==> config.mk <==
export PLATFORM = sky130hd
export DESIGN_NAME = wdog_twostage
export DESIGN_NICKNAME = d
export VERILOG_FILES = /design/src/rtl/wdog_pkg.sv /design/src/rtl/wdog_counter.sv /design/src/rtl/wdog_stage_fsm.sv /design/src/rtl/wdog_regs.sv /design/src/rtl/wdog_twostage.sv
export SDC_FILE = /design/constraint.sdc
export NUM_CORES = 1
export LEC_CHECK = 0
export BUFFER_PORTS_ARGS = -buffer_cell sky130_fd_sc_hd__clkbuf_2
export CAP_MARGIN = 30
export CORE_MARGIN = 2
export CORE_UTILIZATION = 40
export CTS_CLUSTER_DIAMETER = 60
export CTS_CLUSTER_SIZE = 28
export DETAILED_ROUTE_END_ITERATION = 10
export HOLD_SLACK_MARGIN = 0.08
export SLEW_MARGIN = 15
export SYNTH_ARGS = -nofsm -noshare
export SYNTH_HDL_FRONTEND = slang
export SYNTH_SLANG_ARGS = --single-unit
==> constraint.sdc <==
create_clock -name clk -period 4.1 [get_ports clk]
set_input_delay 0 -clock clk [delete_from_list [all_inputs] [get_ports clk]]
set_output_delay 0 -clock clk [all_outputs]
set_load 0.01 [all_outputs]
==> src/rtl/wdog_pkg.sv <==
package wdog_pkg;
    parameter int unsigned DATA_W = 16;
    parameter int unsigned CNT_W  = 10;
    parameter int unsigned ADDR_W = 3;

    localparam logic [ADDR_W-1:0] A_COUNT = 3'd0;
    localparam logic [ADDR_W-1:0] A_INIT  = 3'd1;
    localparam logic [ADDR_W-1:0] A_CTRL  = 3'd2;
    localparam logic [ADDR_W-1:0] A_STAT1 = 3'd3;
    localparam logic [ADDR_W-1:0] A_STAT2 = 3'd4;

    localparam int HALT_BIT = 11;
    localparam int TOUT_BIT = 3;
    localparam int STO_BIT  = 1;
    localparam int BOOT_BIT = 2;
    localparam int INIT_MIN = 4;

    typedef enum logic {
        ST_ARMED  = 1'b0,
        ST_WARNED = 1'b1
    } stage_e;
endpackage

==> src/rtl/wdog_counter.sv <==
module wdog_counter #(
    parameter int unsigned CNT_W    = 10,
    parameter int unsigned INIT_MIN = 4
) (
    input  logic             clk,
    input  logic             rst_n,
    input  logic             tick_i,
    input  logic             halt_i,
    input  logic             reload_i,
    input  logic [CNT_W-1:0] init_i,
    output logic [CNT_W-1:0] count_o,
    output logic             expire_o
);
    logic [CNT_W-1:0] cnt_q;
    logic             step;

    // a reload in the same cycle wins over a tick
    assign step     = tick_i & ~halt_i & ~reload_i;
    assign expire_o = step && (cnt_q == '0);
    assign count_o  = cnt_q;

    always_ff @(posedge clk or negedge rst_n) begin
        if (!rst_n) begin
            cnt_q <= CNT_W'(INIT_MIN);
        end else if (reload_i) begin
            cnt_q <= init_i;
        end else if (step) begin
            if (cnt_q == '0) cnt_q <= init_i;
            else             cnt_q <= cnt_q - 1'b1;
        end
    end
endmodule

==> src/rtl/wdog_stage_fsm.sv <==
module wdog_stage_fsm
    import wdog_pkg::*;
(
    input  logic clk,
    input  logic rst_n,
    input  logic expire_i,
    input  logic clr_warn_i,
    input  logic no_reboot_i,
    output logic warned_o,
    output logic fire_o,
    output logic rst_req_o
);
    stage_e st_q, st_d;
    logic   req_q;

    // next-state process
    always_comb begin
        st_d = st_q;
        unique case (st_q)
            ST_ARMED:  if (expire_i) st_d = ST_WARNED;
            ST_WARNED: if (!expire_i && clr_warn_i) st_d = ST_ARMED;
        endcase
    end

    // output process
    always_comb begin
        fire_o = 1'b0;
        unique case (st_q)
            ST_ARMED:  fire_o = 1'b0;
            ST_WARNED: fire_o = expire_i;
        endcase
    end

    always_ff @(posedge clk or negedge rst_n) begin
        if (!rst_n) begin
            st_q  <= ST_ARMED;
            req_q <= 1'b0;
        end else begin
            st_q  <= st_d;
            req_q <= fire_o & ~no_reboot_i;
        end
    end

    assign warned_o  = (st_q == ST_WARNED);
    assign rst_req_o = req_q;
endmodule

==> src/rtl/wdog_regs.sv <==
module wdog_regs
    import wdog_pkg::*;
#(
    parameter int unsigned DW = 16,
    parameter int unsigned CW = 10,
    parameter int unsigned AW = 3
) (
    input  logic          clk,
    input  logic          rst_n,
    input  logic [AW-1:0] addr_i,
    input  logic          wr_en_i,
    input  logic [DW-1:0] wr_data_i,
    output logic [DW-1:0] rd_data_o,
    input  logic [CW-1:0] count_i,
    input  logic          warned_i,
    input  logic          fire_i,
    input  logic          no_reboot_i,
    output logic          halt_o,
    output logic [CW-1:0] init_o,
    output logic          reload_o,
    output logic          clr_warn_o
);
    logic [DW-1:0] init_q;
    logic          halt_q, sto_q, boot_q;
    logic          hit_init, hit_ctrl, hit_stat2;

    assign hit_init  = wr_en_i && (addr_i == A_INIT);
    assign hit_ctrl  = wr_en_i && (addr_i == A_CTRL);
    assign hit_stat2 = wr_en_i && (addr_i == A_STAT2);

    assign reload_o   = wr_en_i && (addr_i == A_COUNT) && (wr_data_i == DW'(1));
    assign clr_warn_o = wr_en_i && (addr_i == A_STAT1) && wr_data_i[TOUT_BIT];

    always_ff @(posedge clk or negedge rst_n) begin
        if (!rst_n) begin
            init_q <= DW'(INIT_MIN);
            halt_q <= 1'b1;
            sto_q  <= 1'b0;
            boot_q <= 1'b0;
        end else begin
            if (hit_init && (wr_data_i[CW-1:0] >= CW'(INIT_MIN)))
                init_q <= wr_data_i;
            if (hit_ctrl)
                halt_q <= wr_data_i[HALT_BIT];
            sto_q  <= (sto_q  & ~(hit_stat2 & wr_data_i[STO_BIT]))  | fire_i;
            boot_q <= (boot_q & ~(hit_stat2 & wr_data_i[BOOT_BIT])) | (fire_i & ~no_reboot_i);
        end
    end

    always_comb begin
        rd_data_o = '0;
        case (addr_i)
            A_COUNT: rd_data_o[CW-1:0]  = count_i;
            A_INIT:  rd_data_o          = init_q;
            A_CTRL:  rd_data_o[HALT_BIT] = halt_q;
            A_STAT1: rd_data_o[TOUT_BIT] = warned_i;
            A_STAT2: begin
                rd_data_o[STO_BIT]  = sto_q;
                rd_data_o[BOOT_BIT] = boot_q;
            end
            default: rd_data_o = '0;
        endcase
    end

    assign halt_o = halt_q;
    assign init_o = init_q[CW-1:0];
endmodule

==> src/rtl/wdog_twostage.sv <==
module wdog_twostage
    import wdog_pkg::*;
#(
    parameter int unsigned DW = wdog_pkg::DATA_W,
    parameter int unsigned CW = wdog_pkg::CNT_W,
    parameter int unsigned AW = wdog_pkg::ADDR_W
) (
    input  logic          clk,
    input  logic          rst_n,
    input  logic [AW-1:0] addr_i,
    input  logic          wr_en_i,
    input  logic [DW-1:0] wr_data_i,
    output logic [DW-1:0] rd_data_o,
    input  logic          tick_i,
    input  logic          no_reboot_i,
    output logic          rst_req_o
);
    logic [CW-1:0] count, init_val;
    logic          halt, reload, clr_warn, expire, warned, fire;

    wdog_regs #(.DW(DW), .CW(CW), .AW(AW)) u_regs (
        .clk(clk), .rst_n(rst_n),
        .addr_i(addr_i), .wr_en_i(wr_en_i), .wr_data_i(wr_data_i), .rd_data_o(rd_data_o),
        .count_i(count), .warned_i(warned), .fire_i(fire), .no_reboot_i(no_reboot_i),
        .halt_o(halt), .init_o(init_val), .reload_o(reload), .clr_warn_o(clr_warn)
    );

    wdog_counter #(.CNT_W(CW), .INIT_MIN(INIT_MIN)) u_cnt (
        .clk(clk), .rst_n(rst_n), .tick_i(tick_i), .halt_i(halt), .reload_i(reload),
        .init_i(init_val), .count_o(count), .expire_o(expire)
    );

    wdog_stage_fsm u_fsm (
        .clk(clk), .rst_n(rst_n), .expire_i(expire), .clr_warn_i(clr_warn),
        .no_reboot_i(no_reboot_i), .warned_o(warned), .fire_o(fire), .rst_req_o(rst_req_o)
    );
endmodule

After elaboration in Yosys (flattened, before gate mapping). Index checks and enable logic that the tools add are counted.

Flip-flop bits (word level): 31. Output and inout bits: 17. Word-level logic and storage cells: 57. Input port bits: 24.

Bitwise operators: 15. Eq/ne operators: 5. Add/sub/neg operators: 1. $lt $le $gt $ge: 1. Mux-type cells: 14. Reduce and logical (&&, ||, !) cells: 14.

Operators by type and width (count): $mux 10 (3); $eq 16x1->1 const B (1); $pmux 6 s2 (1); $ge 10x3->1 const B (1); $logic_and 1x1->1 (10); $logic_not 10->1 (1); $sub 10x1->10 const B (1); $pmux 1 s2 (4); $and 1x1->1 (7); $eq 3x2->1 const B (2); $not 1->1 (6); $pmux 2 s3 (1); $mux 4 (1); $eq 3x1->1 const B (1); $eq 3x3->1 const B (1); $logic_not 3->1 (1); $mux 1 (3); $pmux 1 s3 (1); $or 1x1->1 (2); $reduce_bool 2->1 (1); $logic_not 1->1 (1).

Logic depth before layout (Yosys ltp). Gate-level depths: netlist of the first run.

Depth after elaboration: 10. Depth in mapped cells: 7. Mapped depth without buffers: 6.

Cells and area by module. From an unflattened synthesis of the first run, not the netlist that was laid out.

Cells, all modules: 194. Area total of the unflattened synthesis: 2020.7 sq um.

Modules (own cells, without submodules): wdog_regs (cells an instance 107, seq. area each 478.0 sq um, instances 1, area an instance 1199.9 sq um); wdog_counter (cells an instance 81, seq. area each 251.5 sq um, instances 1, area an instance 735.7 sq um); wdog_stage_fsm (cells an instance 6, seq. area each 50.0 sq um, instances 1, area an instance 85.1 sq um).

Least setup slack after synthesis of the first run. OpenSTA, ideal clock, no wires.

Kind: reg-to-reg. From: register u_cnt.cnt_q[0] (netlist: u_cnt.count_o[0]). To: register u_cnt.cnt_q[0] (netlist: u_cnt.count_o[0]). Data required time: 3.961 ns. Cell stages (with the launch flop): 7. Path buffers: 0. Period minus slack after synthesis: 2.078 ns. Data arrival time: 1.939 ns. Library setup time: 0.139 ns. Setup slack: 2.022 ns. Path through: dfrtp_1 inv_1 ha_1 or4b_1 nor3_1 a2111oi_0 or4_1.

Longest elaborated chain between the ends: 4. Elaborated cells on any way between the ends: 5. Those cells by class: 1 x add/sub; 3 x mux; 1 x reduce/logical.

RTL lines: start, declared (line wdog_counter.sv:14) `logic [CNT_W-1:0] cnt_q;`; start signal, assigned (line wdog_counter.sv:24) `cnt_q <= CNT_W'(INIT_MIN);`; start signal, assigned (line wdog_counter.sv:26) `cnt_q <= init_i;`; start signal, assigned (line wdog_counter.sv:28) `if (cnt_q == '0) cnt_q <= init_i;`; $sub 10x1->10 or $logic_not 10->1 (tied branches) (line wdog_counter.sv:29, wdog_counter.sv:28); $mux 10 * (line wdog_counter.sv:28); $mux 10 * (line wdog_counter.sv:27) `end else if (step) begin`; $mux 10 * (line wdog_counter.sv:25) `end else if (reload_i) begin`.

Every way passes the cells marked *; elsewhere a longest branch is shown, timed or not. The select of a mux whose other input is x is not followed. A chain may end at the register's enable or synchronous reset.

Worst setup path in the final report of the first run. Ends and elaborated chain as after synthesis.

==> results of run 1 <==
==> sequential cells by signal, summed over array words and instances, names as in the netlist <==
signal / count
u_regs.sto_q: 1
u_regs.halt_o: 1
u_regs.init_q: 16
u_cnt.count_o: 10
u_regs.boot_q: 1
u_fsm.rst_req_o: 1
u_fsm.warned_o: 1
==> logic make-up after synthesis <==
| group | synth area share, % |
|---|---|
| buffers and inverters | 4.05 |
| muxes | 15.3 |
| AOI/OAI and AO/OA | 13.0 |
| adders and majority gates | 0.686 |
| xor gates and xnor gates | 2.40 |
| DFF | 42.7 |
| and+or+nand+nor | 21.9 |
==> worst max-delay path by stage <==
| stage | cells after the start | slack [ns] | end |
|---|---|---|---|
| final | 6 | 1.78 | u_cnt.count_o[0] |
| after global routing | 6 | 1.56 | u_cnt.count_o[0] |
| after CTS | 6 | 1.79 | u_cnt.count_o[0] |
| after detailed placement | 6 | 1.81 | u_cnt.count_o[0] |
| after global placement | 6 | 1.88 | u_cnt.count_o[0] |
| after floorplan | 6 | 2.02 | u_cnt.count_o[0] |
==> worst max-delay path, stage by stage, from the launching register on <==
cell	delay, ns
dfrtp_1	0.42
inv_1	0.12
ha_1	0.21
or4b_1	0.52
nor3_1	0.31
a2111oi_0	0.13
or4_1	0.49
==> layout by cell type, fill, tap and decap left out, types with 3 or more instances in the layout <==
master and count:
clkbuf_2 40, dfrtp_1 28, nor2_1 18, dlygate4sd3_1 18, mux2_2 15, mux2i_1 11, and3_1 7, a21oi_1 7
inv_1 6, nand2_1 6, nor4_1 5, nand3_1 5, clkbuf_8 5, a31oi_1 4, o21ai_0 4, o22a_1 4
nor3_1 4, nor2b_1 3, nand3b_1 3, nand4_1 3, xnor2_1 3, dfstp_2 3
==> routing by layer <==
layer	up-vias	wire [um]
met4	0	23
met2	54	2290
met5	-	0
li1	790	-
met1	756	2230
met3	4	313
==> power groups by stage <==
| stage | registers (mW) | logic, mW | clock network (mW) |
|---|---|---|---|
| after floorplan | 0.473 | 0.248 | 0 |
| after global placement | 0.519 | 0.309 | 0 |
| after detailed placement | 0.517 | 0.308 | 0 |
| after CTS | 0.511 | 0.326 | 0.237 |
| after global routing | 0.529 | 0.364 | 0.251 |
| final | 0.512 | 0.326 | 0.229 |
==> layout make-up <==
type                    instances  area (um2)
clock buffers                   7        76.3
flip-flops and latches         31         779
fillers                       424        2080
clock inverters                 1        5.00
well taps                      52        65.1
multi-input cells             132         971
inverters                       6        22.5
repair buffers                 59         385
==> flow_summary.ini, run 1 <==
[floorplanning]
ios = 41
die_y_um = 71.5
fp.dieW_um = 71.5
die_area_um2 = 5120
start_util_pct = 41.6
core_area_um2 = 4380
fp-row-count = 24

[hold_path]
holdCritPathClass = in -> reg
worstHoldStart = wr_en_i
whs_endpoint = u_regs.boot_q
whs_path_depth = 4

[yosys]
post-synth-top-area-fraction_pct = 38.4
synth_cell_types = 46
synth-edff-count = 0
avgSynthCellArea_um2 = 10.1
ys_ff_latch = 31
synthCells = 180
synth_top_cells_by_area = dfrtp_1 38%, mux2_2 9.3%, mux2i_1 6.0%
ys.flop_type = dfrtp_1
synth.most_common_cell = dfrtp_1
async_flop_share_pct = 100
ys_warn_count = 0
yosys.area.top_type = dfrtp_1
syn-cell-area_um2 = 1820
synth_fp_nets = 205
synth_common_cells = 28 x dfrtp_1, 18 x nor2_1, 15 x mux2_2
synth_seq_area_share_pct = 42.7

[grt]
use_met1_pct = 27.5
antenna_found_initial = 0
grt_pass1_wl_um = 8030
grt_usage_pct = 20.1
overflow = 0
grt_busiest_layer = met2
met2_usage_pct = 33.0
grt_util_met3_pct = 3.94
grt_max_degree = 32
grt_pass1_vias = 1623

[clock_tree]
cts_made_buffers = 5
tritoncts = done
clockBufferDepth = 2
cts-root-buf = clkbuf_8
post_cts_resized = 0
insertion_delay_ns = 0.28
htreeDepth = 2
post_cts_buffers = 0
clk_pin_slew_ns = 0.06
cts_hold_buffers = 18
cts.sinks = 31

[power]
swShare_pct = 35.3
comb_power_share_pct = 30.5
power.leakage_nw = 1.03
switchingPower_mw = 0.377
power_density_nw_per_um2 = 463
irDropWorstVdd_uv = 208
finalPower_mw = 1.07
p_int_mw = 0.689
pwr-share-clk_pct = 21.4
pwr-share-seq_pct = 48.0

[placement]
place_congestion = 0.873
hpwlAfterDp_um = 3360
place_ws_ns = 1.81
dp.cells = 262
placed_area_um2 = 2040
io_buffers = 40

[finish]
design_area_um2 = 2300
antenna_cells = 0
final_cell_count_no_fill = 288
drive_above_1_share_pct = 30.1
num-nets-final = 260
area_delta_synth_final_pct = 26.3
post-route-util_pct = 52.6

[critical_path]
r2r_cells = 6
reg2reg_slack_ns = 1.78
rr_endpoint = u_cnt.count_o[0]
worstSetupStartpointType = flop
end_kind = flop
path_class = reg -> reg
crit-reg2reg-launch = u_cnt.count_o[0]
cp_max_fo = 5
worstPathRequired_ns = 4.25
arrival_ns = 2.47
startpoint = u_cnt.count_o[0]

[sta]
fin_crit_ns = 2.32
max_slew_margin_pct = 48.2
timing.fmax_ghz = 0.431
fin_crit_sh_pct = 56.6
setup_viol = 0
hold_viol = 0
clock_skew_ns = 0.00578
setup_ws_ns = 1.78
worst_pin_slew_ns = 0.777
slew_violations = 0
hold_ws_ns = 0.0979
fin_setup_tns_ns = 0
rsz0062_at_grt = false

[detailed_routing]
final_antenna_net_count = 0
viasPerCell = 5.57
drt-initial-drc-count = 78
vias = 1604
first_pass_iters = 4
drc = 0
wl_um = 4860
wl_per_cell_um = 16.9

[outcome]
outcome = finished, final reports clean

[run]
cap_violations = 0
No activity file was read; power rests on OpenSTA's default activity.
==> run 2: changes to the inputs <==
--- a/config.mk
+++ b/config.mk
@@ -5,6 +5,7 @@
 export SDC_FILE = /design/constraint.sdc
 export NUM_CORES = 1
 export LEC_CHECK = 0
+export ABC_AREA = 1
 export BUFFER_PORTS_ARGS = -buffer_cell sky130_fd_sc_hd__clkbuf_2
 export CAP_MARGIN = 30
 export CORE_MARGIN = 2
==> constraint.sdc (replaced) <==
create_clock -name clk -period 2.13 [get_ports clk]
set_input_delay 0 -clock clk [delete_from_list [all_inputs] [get_ports clk]]
set_output_delay 0 -clock clk [all_outputs]
set_load 0.01 [all_outputs]
==> run 2 against run 1 <==
Compared with the run above:
- sequential power is 76% higher
- sequential cell count did not move
- non-clock buffer count increased by 3
- clock skew decreased by 0.0038 ns
- routed wire length rose by 6.1%
- final cell count rose by 30%
- clock power increased by 110%
- setup slack lost 1.3 ns
- global-route usage up 2.0 points
- synthesized cell count grew 45%
- largest power group is now combinational cells
==> flow_summary.ini, run 2 <==
[sta]
hold_viol = 0
hold_ws_ns = 0.121
setup_viol = 0
timing.fmax_ghz = 0.597
max_slew_margin_pct = 46.3
slew_violations = 0
clock_skew_ns = 0.00196
rsz0062_at_grt = false
fin_crit_ns = 1.67
fin_setup_tns_ns = 0
fin_crit_sh_pct = 78.6
worst_pin_slew_ns = 0.806

[detailed_routing]
wl_per_cell_um = 13.7
wl_um = 5150
viasPerCell = 5.04
drt-initial-drc-count = 127
vias = 1890
drc = 0
final_antenna_net_count = 0
first_pass_iters = 4

[yosys]
ys_ff_latch = 31
post-synth-top-area-fraction_pct = 37.6
synthCells = 261
synth_fp_nets = 286
ys.flop_type = dfrtp_1
ys_warn_count = 0
avgSynthCellArea_um2 = 7.14
synth_common_cells = 56 x nand2_1, 40 x inv_1, 34 x nor2_1
async_flop_share_pct = 100
synth_top_cells_by_area = dfrtp_1 38%, nand2_1 11%, inv_1 8.1%
synth.most_common_cell = nand2_1
synth-edff-count = 0
synth_seq_area_share_pct = 41.8
syn-cell-area_um2 = 1860
synth_cell_types = 28
yosys.area.top_type = dfrtp_1

[grt]
overflow = 0
grt_max_degree = 32
grt_pass1_wl_um = 8850
grt_pass1_vias = 1875
antenna_found_initial = 0
grt_usage_pct = 22.1

[finish]
area_delta_synth_final_pct = 27.5
largest_register_ffs = 16
final_common_cell = nand2_1
drive_above_1_share_pct = 21.4
post-route-util_pct = 53.8
num-nets-final = 347
regMostFlops = u_regs.init_q
final_cell_mix = 56 x nand2_1, 40 x inv_1, 40 x clkbuf_2, 34 x nor2_1, 28 x dfrtp_1
antenna_cells = 0

[critical_path]
worstPathRequired_ns = 2.31
path_class = reg -> reg
r2r_cells = 9
cp_max_fo = 10
arrival_ns = 1.85
end_kind = flop
worstSetupStartpointType = flop

[clock_tree]
cts.sinks = 31
tritoncts = done
clockBufferDepth = 2
clk_pin_slew_ns = 0.07
insertion_delay_ns = 0.29
post_cts_resized = 0
htreeDepth = 2
cts_made_buffers = 5
cts-root-buf = clkbuf_8

[floorplanning]
fp-row-count = 24
start_util_pct = 42.2
ios = 41
die_area_um2 = 5220
core_area_um2 = 4410
die_y_um = 72.2
fp.dieW_um = 72.2

[hold_path]
holdCritPathClass = in -> reg
whs_path_depth = 4

[power]
finalPower_mw = 2.30
power_density_nw_per_um2 = 968
power.leakage_nw = 1.23
irDropWorstVdd_uv = 393

[outcome]
outcome = finished, final reports clean

[placement]
io_buffers = 40
hpwlAfterDp_um = 3570
place_congestion = 0.817

[run]
cap_violations = 0
run 2: cell types whose count changed after synthesis, moves of 6 or more:
cell,before,now
clkbuf_1,8,2
o21ai_1,0,13
and3_1,7,0
mux2_2,15,0
nand3_1,5,26
nand2_1,6,56
mux2i_1,11,0
o22ai_1,1,8
nor2_1,18,34
inv_2,0,7
inv_1,6,40
run 2: cells by family after synthesis:
| group | Yosys count | synth area share, % |
|---|---|---|
| and+or+nand+nor | 134 | 33.0 |
| adders and majority gates | 1 | 0.671 |
| DFF | 31 | 41.8 |
| AOI/OAI and AO/OA | 39 | 11.8 |
| buffers and inverters | 55 | 12.3 |
| xor gates and xnor gates | 1 | 0.470 |
run 2: area by class of cell:
cell class	count	area, um2
tap	52	65.1
fill	428	2040
inverter	47	176
clock inverter	2	12.5
multi-input combinational	175	855
clock buffer	6	72.6
sequential	31	779
timing repair buffer	62	415
run 2: critical path: stages, from the launching register on:
cell	delay (ns)
dfrtp_1	0.38
inv_1	0.15
ha_1	0.25
nand2_1	0.10
nor2_2	0.16
nand3_1	0.12
nand2_2	0.19
nand2_1	0.09
nand3_1	0.07
o21ai_1	0.06
run 2: layer usage:
metal / GRT usage, % / share of wire [%] / vias to the layer above / routed length, um
li1: - / - / 959 / -
met1: 28.8 / 45 / 881 / 2330
met2: 36.7 / 49 / 44 / 2530
met3: 6.39 / 4.5 / 6 / 230
met4: 4.82 / 1.0 / 0 / 52
met5: 0 / 0 / - / 0
run 2: what timing repair did:
item / in CTS / in global routing
hold buffers: 20 / 0
endpoints found under the setup margin: 0 / 0
buffers inserted: 0 / 0
endpoints found under the hold margin: 48 / 0
run 2: path summary, 6_finish.rpt:
path                                   from                to  slack [ns]
setup / recovery           u_cnt.count_o[0]  u_cnt.count_o[4]        0.46
hold / removal                    addr_i[2]      u_regs.sto_q        0.12
setup reg to reg           u_cnt.count_o[0]  u_cnt.count_o[4]        0.46
hold reg to reg            u_regs.init_q[2]  u_regs.init_q[2]        0.48
max in group asynchronous             rst_n  u_regs.init_q[5]        1.29
min in group asynchronous             rst_n  u_cnt.count_o[5]        0.33
run 2: power breakdown:
part / total, mW / switching (mW) / internal [mW]
combinational: 0.928 / 0.565 / 0.363
sequential: 0.899 / 0.128 / 0.771
clock: 0.473 / 0.244 / 0.228
total: 2.30 / 0.938 / 1.36
run 2: stage by stage:
stage                     area, um2  instances  setup WS [ns]
after global routing           2380        375          0.298
final                          2380        375          0.456
after detailed placement       2090        347          0.489
after global placement         2090        347          0.512
after floorplan                1860        261          0.657
after CTS                      2380        375          0.467
==> run 3: changes to the inputs <==
==> constraint.sdc (replaced) <==
create_clock -name clk -period 1.6 [get_ports clk]
set_input_delay 0 -clock clk [delete_from_list [all_inputs] [get_ports clk]]
set_output_delay 0 -clock clk [all_outputs]
set_load 0.01 [all_outputs]
==> run 3 against run 2 <==
Compared with the run above:
- critical path depth is the same
- clock power grew 37%
- largest cell class unchanged
- combinational power grew 47%
- critical path type unchanged
- worst hold slack gained 0.0037 ns
- fmax grew 13%
- largest power group unchanged
- final cell count grew 1.9%
==> flow_summary.ini, run 3 (synthesized netlist as in run 2, its figures left out) <==
[critical_path]
crit-reg2reg-launch = u_cnt.count_o[1]
cp_common_cell = nand3_1
cp_max_fo = 10
path_buf_inv = 2
critPathSlowestCell = dfrtp_1
path_class = reg -> reg
timing.critical_path.cells = inv_1, ha_1, nand2_1, nor2_2, nand3_2, buf_6, nand3_1, nand3_1, o21ai_1
worstSetupStartpointType = flop
startpoint = u_cnt.count_o[1]
worstPathRequired_ns = 1.81
end_kind = flop
slowest_delay_ns = 0.38
arrival_ns = 1.70
path_delay_family = simple AND/OR/NAND/NOR gates

[sta]
fin_crit_ns = 1.49
setup_viol = 0
setup_ws_ns = 0.115
timing.fmax_ghz = 0.673
slew_violations = 0
worst_pin_slew_ns = 0.539
hold_viol = 0
max_slew_margin_pct = 64.0
fin_crit_sh_pct = 92.8
clock_skew_ns = 0.00737

[detailed_routing]
first_pass_iters = 4
vias = 1882
drt-initial-drc-count = 104
drc = 0
wl_um = 5100
viasPerCell = 4.93
wl_per_cell_um = 13.4
final_antenna_net_count = 0

[power]
power_density_nw_per_um2 = 1290
power.leakage_nw = 1.29
pwr-share-clk_pct = 20.4
p_int_mw = 1.93
comb_power_share_pct = 42.6
swShare_pct = 39.6
irDropWorstVdd_uv = 616
pwr-share-seq_pct = 37.0
switchingPower_mw = 1.26
finalPower_mw = 3.19

[clock_tree]
clockBufferDepth = 2
cts.sinks = 31
htreeDepth = 2
tritoncts = done
clk_pin_slew_ns = 0.07
insertion_delay_ns = 0.28
post_cts_buffers = 0
cts-root-buf = clkbuf_8
cts_made_buffers = 5

[placement]
hpwlAfterDp_um = 3720
place_congestion = 0.835
place_ws_ns = 0.0669
placed_area_um2 = 2160
io_buffers = 40

[grt]
antenna_found_initial = 0
grt_pass1_wl_um = 8740
grt_usage_pct = 21.8
overflow = 0
grt_pass1_vias = 1854
grt_max_degree = 27

[floorplanning]
fp.dieW_um = 72.2
core_area_um2 = 4410
fp-row-count = 24
start_util_pct = 42.2
die_y_um = 72.2
die_area_um2 = 5220
ios = 41

[finish]
largest_register_ffs = 16
final_cell_mix = 55 x nand2_1, 40 x inv_1, 40 x clkbuf_2, 33 x nor2_1, 28 x dfrtp_1
antenna_cells = 0
nFillCells = 424
num-nets-final = 354
drive_above_1_share_pct = 24.2
final_common_cell = nand2_1
design_area_um2 = 2480
regMostFlops = u_regs.init_q
area_delta_synth_final_pct = 33.2

[run]
cap_violations = 0

[outcome]
outcome = finished, final reports clean

[hold_path]
worstHoldStart = addr_i[2]
holdCritPathClass = in -> reg
==> run 3: cell types whose count changed in the layout (fill, tap and decap cells not counted), sizes merged <==
cell,previous run,this run
buf,2,10
clkinvlp,1,0
clkbuf,46,47
dlygate4sd3,20,19
==> run 3: final timing paths <==
kind | endpoint | slack [ns] | depth (start not counted)
setup / recovery | u_cnt.count_o[1] | 0.11 | 9
hold / removal | u_regs.sto_q | 0.12 | 4
setup reg to reg | u_cnt.count_o[1] | 0.11 | 9
hold reg to reg | u_regs.init_q[2] | 0.48 | 2
max in group asynchronous | u_regs.halt_o | 0.89 | 3
min in group asynchronous | u_fsm.warned_o | 0.17 | 2
==> run 3: timing repair <==
item	4_1_cts	5_1_grt
resized for setup	0	7
hold buffers	19	0
endpoints found under the setup margin	0	11
hold endpoints to repair	49	0
==> run 3: worst register-to-register path, stage by stage (launching register included) <==
cell	delay, ns
dfrtp_1	0.38
inv_1	0.09
ha_1	0.17
nand2_1	0.08
nor2_2	0.15
nand3_2	0.13
buf_6	0.18
nand3_1	0.09
nand3_1	0.08
o21ai_1	0.07
==> run 3: cell type report <==
cell class	instances	area, um2	share of cell area, %
Inverter	47	176	7.11
Tap cell	52	65.1	2.62
Multi-Input combinational cell	175	887	35.8
Sequential cell	31	779	31.4
Clock inverter	1	5.00	0.202
Clock buffer	7	86.3	3.48
Timing Repair Buffer	69	482	19.4
==> run 3: power groups by stage <==
stage                     clock, mW  combinational [mW]  sequential (mW)
after floorplan                   0               0.916             1.16
after global placement            0                1.28             1.19
after detailed placement          0                1.29             1.19
after CTS                     0.665                1.33             1.18
after global routing          0.700                1.55             1.22
final                         0.649                1.36             1.18
==> run 3: metal layers <==
metal | global-route usage, % | up-vias | share of wire, %
met5 | 0 | - | 0
met4 | 5.66 | 0 | 1.1
met3 | 4.58 | 7 | 4.1
met2 | 35.1 | 45 | 47
met1 | 30.0 | 851 | 47
li1 | - | 979 | -
==> run 3: metrics by stage <==
step                      TNS (ns)  hold WS [ns]  cells  util [%]
final                            0         0.124    382      56.2
after global routing      -0.00576         0.159    382      56.2
after CTS                        0         0.116    382      55.4
after detailed placement         0       -0.0469    355      49.0
after global placement           0       -0.0431    355      49.0
after floorplan                  0        -0.296    261         -
